==> src/rtl/sync_hunt_pkg.sv <==
package sync_hunt_pkg;
  typedef enum logic [1:0] {
    ST_HUNT   = 2'd0,
    ST_ONE    = 2'd1,
    ST_ACTIVE = 2'd2,
    ST_SHUT   = 2'd3
  } hunt_state_t;
endpackage

==> src/rtl/sync_code_cmp.sv <==
module sync_code_cmp #(
  parameter int CHAR_W = 8
) (
  input  logic [CHAR_W-1:0] char_data,
  input  logic [CHAR_W-1:0] sync_code,
  output logic              is_sync
);
  logic [CHAR_W-1:0] bit_eq;

  for (genvar b = 0; b < CHAR_W; b++) begin : g_bit
    assign bit_eq[b] = ~(char_data[b] ^ sync_code[b]);
  end

  assign is_sync = &bit_eq;
endmodule

==> src/rtl/sync_hunt_fsm.sv <==
module sync_hunt_fsm
  import sync_hunt_pkg::*;
(
  input  logic clk,
  input  logic rst_n,
  input  logic char_valid,
  input  logic is_sync,
  input  logic dual_sync_sel,
  input  logic rx_enable,
  input  logic async_mode,
  input  logic resync_pulse,
  output logic sync_evt,
  output logic fwd_ok,
  output logic line_active,
  output logic match_pulse
);
  hunt_state_t state_q, state_d;
  logic        match_q;

  always_comb begin
    state_d  = state_q;
    sync_evt = 1'b0;
    if (!rx_enable) begin
      state_d = ST_HUNT;
    end else if (resync_pulse) begin
      state_d = async_mode ? ST_SHUT : ST_HUNT;
    end else begin
      case (state_q)
        ST_HUNT: begin
          if (async_mode) begin
            state_d  = ST_ACTIVE;
            sync_evt = 1'b1;
          end else if (char_valid && is_sync) begin
            if (dual_sync_sel) begin
              state_d = ST_ONE;
            end else begin
              state_d  = ST_ACTIVE;
              sync_evt = 1'b1;
            end
          end
        end
        ST_ONE: begin
          if (char_valid) begin
            if (is_sync) begin
              state_d  = ST_ACTIVE;
              sync_evt = 1'b1;
            end else begin
              state_d = ST_HUNT;
            end
          end
        end
        ST_ACTIVE: state_d = ST_ACTIVE;
        ST_SHUT:   state_d = ST_SHUT;
        default:   state_d = ST_HUNT;
      endcase
    end
  end

  assign fwd_ok = (state_q == ST_ACTIVE) && rx_enable && !resync_pulse;

  always_ff @(posedge clk or negedge rst_n) begin
    if (!rst_n) begin
      state_q <= ST_HUNT;
      match_q <= 1'b0;
    end else begin
      state_q <= state_d;
      match_q <= sync_evt;
    end
  end

  assign line_active = (state_q == ST_ACTIVE);
  assign match_pulse = match_q;
endmodule

==> src/rtl/strip_gate.sv <==
module strip_gate #(
  parameter int CHAR_W = 8
) (
  input  logic              clk,
  input  logic              rst_n,
  input  logic              char_valid,
  input  logic [CHAR_W-1:0] char_data,
  input  logic              is_sync,
  input  logic              strip_en,
  input  logic              sync_evt,
  input  logic              fwd_ok,
  output logic              store_en,
  output logic [CHAR_W-1:0] store_data
);
  logic              strip_q, strip_d;
  logic              take;
  logic              store_en_d;
  logic [CHAR_W-1:0] data_q;
  logic              en_q;

  assign take = char_valid && fwd_ok;

  always_comb begin
    strip_d    = strip_q;
    store_en_d = 1'b0;
    if (sync_evt) begin
      strip_d = strip_en;
    end else if (!fwd_ok) begin
      strip_d = 1'b0;
    end else if (take) begin
      if (strip_q && is_sync) begin
        store_en_d = 1'b0;
      end else begin
        store_en_d = 1'b1;
        if (!is_sync) strip_d = 1'b0;
      end
    end
  end

  always_ff @(posedge clk or negedge rst_n) begin
    if (!rst_n) begin
      strip_q <= 1'b0;
      en_q    <= 1'b0;
    end else begin
      strip_q <= strip_d;
      en_q    <= store_en_d;
    end
  end

  always_ff @(posedge clk or negedge rst_n) begin
    if (!rst_n) begin
      data_q <= '0;
    end else if (store_en_d) begin
      data_q <= char_data;
    end
  end

  assign store_en   = en_q;
  assign store_data = data_q;
endmodule

==> src/rtl/sync_hunt_strip.sv <==
module sync_hunt_strip #(
  parameter int CHAR_W = 8
) (
  input  logic              clk,
  input  logic              rst_n,
  input  logic              char_valid,
  input  logic [CHAR_W-1:0] char_data,
  input  logic [CHAR_W-1:0] sync_code,
  input  logic              dual_sync_sel,
  input  logic              strip_en,
  input  logic              rx_enable,
  input  logic              async_mode,
  input  logic              resync_pulse,
  output logic              line_active,
  output logic              match_pulse,
  output logic              store_en,
  output logic [CHAR_W-1:0] store_data
);
  logic is_sync;
  logic sync_evt;
  logic fwd_ok;

  sync_code_cmp #(.CHAR_W(CHAR_W)) i_cmp (
    .char_data (char_data),
    .sync_code (sync_code),
    .is_sync   (is_sync)
  );

  sync_hunt_fsm i_fsm (
    .clk           (clk),
    .rst_n         (rst_n),
    .char_valid    (char_valid),
    .is_sync       (is_sync),
    .dual_sync_sel (dual_sync_sel),
    .rx_enable     (rx_enable),
    .async_mode    (async_mode),
    .resync_pulse  (resync_pulse),
    .sync_evt      (sync_evt),
    .fwd_ok        (fwd_ok),
    .line_active   (line_active),
    .match_pulse   (match_pulse)
  );

  strip_gate #(.CHAR_W(CHAR_W)) i_gate (
    .clk        (clk),
    .rst_n      (rst_n),
    .char_valid (char_valid),
    .char_data  (char_data),
    .is_sync    (is_sync),
    .strip_en   (strip_en),
    .sync_evt   (sync_evt),
    .fwd_ok     (fwd_ok),
    .store_en   (store_en),
    .store_data (store_data)
  );
endmodule

==> config.mk <==
export PLATFORM = sky130hd
export DESIGN_NAME = sync_hunt_strip
export DESIGN_NICKNAME = d
export VERILOG_FILES = /design/src/rtl/sync_hunt_pkg.sv /design/src/rtl/sync_code_cmp.sv /design/src/rtl/sync_hunt_fsm.sv /design/src/rtl/strip_gate.sv /design/src/rtl/sync_hunt_strip.sv
export SDC_FILE = /design/constraint.sdc
export NUM_CORES = 1
export LEC_CHECK = 0
export BUFFER_PORTS_ARGS = -buffer_cell sky130_fd_sc_hd__buf_2
export CORE_MARGIN = 5
export CORE_UTILIZATION = 40
export DETAILED_ROUTE_END_ITERATION = 10
export GPL_TIMING_DRIVEN = 0
export PLACE_DENSITY = 0.73
export SLEW_MARGIN = 20
export SYNTH_ARGS = -nofsm -noshare
export SYNTH_HDL_FRONTEND = slang
export SYNTH_SLANG_ARGS = --single-unit
==> constraint.sdc <==
create_clock -name clk -period 1.6 [get_ports clk]
set_clock_uncertainty 0.1 [all_clocks]
set_input_delay 0.24 -clock clk [delete_from_list [all_inputs] [get_ports clk]]
set_output_delay 0.24 -clock clk [all_outputs]
set_load 0.005 [all_outputs]
==> metrics.md <==
| Metric | Value |
|---|---|
| Cells traversed along the worst timing path | and2b_2 > nand3_2 > a31oi_4 > buf_4 > mux2_4 |
| Instance count along the most critical hold path | 2 |
| Filler cell count in the final layout | 146 |
| Synth warn | 0 |
| Final-report setup violation count | 6 |
| Max capacitance violation total | 0 |
| Clock latency on the worst-skew pair | around 0.27 ns |
| Global-route wire length before repair | around 2.7 mm |
| Vertical die dimension | around 53 um |
| Net switching power | between 0.2 and 0.3 mW |
| Leakage power of the design | slightly above 0.5 nW |
| Net count of the mapped netlist | 87 |
| Nature of the critical path startpoint | flop |
| Sort of element at the end of the critical path | flop |
| Power density relative to cell area | between 800 and 900 mW/mm^2 |
| Area taken by multi-input logic gates | 453 um^2 |
| Total wirelength of the detailed-routed design | around 1.8 mm |
| Clock transition at path regs | roughly 0.08 ns |
| Int Power | 0.686 mW |
| Most frequent cells in the layout | sky130_fd_sc_hd__buf_2, sky130_fd_sc_hd__dfrtp_1, sky130_fd_sc_hd__xor2_1, sky130_fd_sc_hd__mux2_4, sky130_fd_sc_hd__nand3_1 |
| Core region area | about 0.0017 mm^2 |
| Weighted congestion reported at the end of routability-driven placement | ~0.84 |
| Average detailed-routed wire length per instance | between 10 and 15 um |
| DRC violation total after the first TritonRoute iteration | 9 |
| Area contributors post-synth | sky130_fd_sc_hd__dfrtp_1, sky130_fd_sc_hd__xor2_1, sky130_fd_sc_hd__mux2_2 |
| Maximum fanout count along the critical path | 4 |
| Crit path largest cell delay | approximately 0.43 ns |
| Post-layout minimum cycle time | between 1.5 and 2 ns |
| Final-stage net count | about 130 |
| Overall fraction of global-route tracks in use | 13.3% |
| Netlist Area Pre-Place | about 740 um^2 |
| Clock tree from TritonCTS | built |
| Register area | 327 um^2 |
| Category of the critical setup timing path | reg2reg |
| Gate count after technology mapping | between 60 and 70 |
| Delay-heaviest family, CP | flip-flops |
| TritonCTS Buffers | 3 |
| Most common cell after layout, fill and taps aside | sky130_fd_sc_hd__buf_2 |
| Post-route cell area | approximately 0.0011 mm^2 |
| Slew @ Worst Pin | between 0.4 and 0.5 ns |
| Sw Share | between 20% and 30% |
| Initial Util | between 40 and 50% |
| IO Pins | 35 |
| Result of the run | complete, but fails checks |
| Sequential Power Share | 45.4% |
| Number of storage elements in the synthesis netlist | 13 |
| Total via count after detailed routing | ~650 |
| R2r setup slk | -0.02 ns |
| PortBufs | 34 |
| Combinational group share of total power | 34.0% |
| F_max | between 600 and 700 MHz |
| Antenna violations before repair | 0 |
| Worst max-slew margin expressed relative to the limit | 69.6% |
| Die area | between 0.002 and 0.003 mm^2 |
| Worst Hold Path EP | i_gate.store_data[0]$_DFFE_PN0P_ |
| Vias in the first global route | between 600 and 700 |
| Detailed-router iteration count before antenna repair | 4 |
| Data required time at the worst endpoint | 1.65 ns |
| Reg-to-reg endpoint | i_gate.store_data[7]$_DFFE_PN0P_ |
| Tightest Hold Check Type | in2reg |
| Critical path data arrival time | ~1.7 ns |
| RSZ-0062 raised after global routing | yes |
| Count of endpoints failing hold in the final timing report | 0 |
| Post-route worst hold slack | between 0.1 and 0.15 ns |
| Worst Slack Setup Final | -0.0178 ns |
| Largest net degree at the start of global routing | 14 |
| Startpoint of the worst register-to-register path | i_fsm.state_q[0]$_DFFE_PN0P_ |
| Cell area after placement | 971 um^2 |
| R2R cell count | 5 |
| Cell Rows | 15 |
| Vias per cell | ~5 |
| Clock Sink Count | 13 |
| Share of post-route cells with drive strength above 1 | 53.8% |
| Syn-to-layout area delta | 43.9% |
| Number of nets still failing antenna checks after routing | 0 |
| Total half-perimeter wirelength after legalization and detailed placement | 1.27 mm |
| Fraction of power consumed by the clock network | 20.6% |
| Hold path startpoint | char_data[0] |
| Slowest cell on the critical path | sky130_fd_sc_hd__dfrtp_2 |
| Worst ir drop on vdd | slightly above 0.0004 V |
| Count of buffering cells on the critical path with inverters included | 1 |
| Cell variety after synth | 25 |
| Max Transition Viols Final | 0 |
| Share of Yosys cell area claimed by the top area cell type | 43.7% |
| Number of inserted diodes | 0 |
| Max clock buf depth | 2 |
| Largest area contributor in the synthesized netlist | sky130_fd_sc_hd__dfrtp_1 |
| Number of design rule violations left after detail routing | 0 |
| Share of the cycle needed by the critical path after routing | 101% |
| Clock tree root buffer cell | sky130_fd_sc_hd__clkbuf_4 |
| Share of the yosys chip area belonging to registers | between 40 and 50% |
| Maximum level of the CTS H-tree | 1 |
| Violations in the final reports | negative setup slack |
| GRT Residual Overflow | 0 |
| Mean instance size in the synthesized netlist | about 12 um^2 |
| Die width | 53.1 um |
| Number of logic stages on the critical path including buffering | 5 |
==> worst max path at each step <==
stage | startpoint | slack [ns] | endpoint
detailed placement | sync_code[3] | -0.24 | i_gate.store_data[0]$_DFFE_PN0P_
finish | i_fsm.state_q[0]$_DFFE_PN0P_ | -0.02 | i_gate.store_data[7]$_DFFE_PN0P_
global placement | sync_code[3] | -0.22 | i_gate.store_data[5]$_DFFE_PN0P_
global route | i_fsm.state_q[0]$_DFFE_PN0P_ | -0.07 | i_gate.store_data[6]$_DFFE_PN0P_
CTS | i_fsm.state_q[0]$_DFFE_PN0P_ | 0.001 | i_gate.store_data[7]$_DFFE_PN0P_
floorplan | i_fsm.state_q[0]$_DFFE_PN0P_ | -0.05 | i_gate.store_data[0]$_DFFE_PN0P_
==> synth_stat cells <==
cell type,n
sky130_fd_sc_hd__a31oi_4,1
sky130_fd_sc_hd__nand2_1,3
sky130_fd_sc_hd__inv_1,3
sky130_fd_sc_hd__mux2_2,5
sky130_fd_sc_hd__o211ai_1,1
sky130_fd_sc_hd__a32oi_1,1
sky130_fd_sc_hd__nor3b_1,2
sky130_fd_sc_hd__o21ai_0,1
sky130_fd_sc_hd__mux2_4,3
sky130_fd_sc_hd__dfrtp_1,13
sky130_fd_sc_hd__nand3_1,6
sky130_fd_sc_hd__o22ai_1,1
sky130_fd_sc_hd__nand4_1,1
sky130_fd_sc_hd__a21o_1,1
sky130_fd_sc_hd__a31oi_1,1
sky130_fd_sc_hd__xor2_1,8
sky130_fd_sc_hd__nor2b_1,2
sky130_fd_sc_hd__mux2i_1,1
sky130_fd_sc_hd__or3b_2,1
sky130_fd_sc_hd__a21boi_0,1
sky130_fd_sc_hd__and2b_1,1
sky130_fd_sc_hd__and2_1,1
sky130_fd_sc_hd__nor4_4,2
sky130_fd_sc_hd__a221oi_1,1
sky130_fd_sc_hd__nor2_1,2
==> logic make-up (layout without fill, tap and decap cells) <==
kind of cell	count (synthesis)	count (layout)	synth area share [%]
compound gates	9	9	10.6
xor+xnor	8	8	9.41
buf+inv	3	46	1.51
flops	13	13	43.7
mux	9	9	15.0
simple gates	21	21	19.8
==> flip-flops by register name, indices dropped and copies added (netlist names) <==
name	cells
i_fsm.match_pulse	1
i_fsm.state_q	2
i_gate.store_data	8
i_gate.store_en	1
i_gate.strip_q	1
==> power groups by stage <==
stage               Clock, mW  Sequential (mW)  Combinational [mW]
floorplan                   0            0.447               0.160
global placement            0            0.436               0.297
detailed placement          0            0.440               0.297
CTS                     0.207            0.432               0.321
global route            0.224            0.443               0.351
finish                  0.196            0.432               0.323
==> layer usage <==
metal,global-route usage (%),vias up,part of all wire [%]
li1,-,315,-
met1,15.6,306,42
met2,23.8,33,49
met3,3.10,0,9.3
met4,3.83,0,0
met5,0,-,0
==> stage by stage <==
step | std cells | utilization [%] | TNS [ns] | power, mW | setup slack, ns
after global placement | 122 | 55.6 | -1.88 | 0.733 | -0.221
after detailed placement | 122 | 55.6 | -2.03 | 0.737 | -0.239
after floorplan | 63 | - | -0.415 | 0.607 | -0.0507
after global routing | 131 | 61.4 | -0.488 | 1.02 | -0.0709
final | 131 | 61.4 | -0.0485 | 0.951 | -0.0178
after CTS | 131 | 60.7 | 0 | 0.960 | 0.00108
==> area by class of cell <==
cell class | instances | share of cell area, %
clock buffers | 4 | 2.45
well taps | 25 | 2.92
repair buffers | 39 | 20.8
inverters | 3 | 1.05
flip-flops and latches | 13 | 30.5
multi-input cells | 47 | 42.3
==> timing repair <==
item | CTS | global route
buffers inserted | 4 | 0
hold buffers | 1 | 0
pin swaps | 1 | 0
hold endpoints to repair | 13 | 0
setup endpoints to repair | 9 | 9
gates resized for setup | 3 | 1
Power figures use the tool's default switching activity.
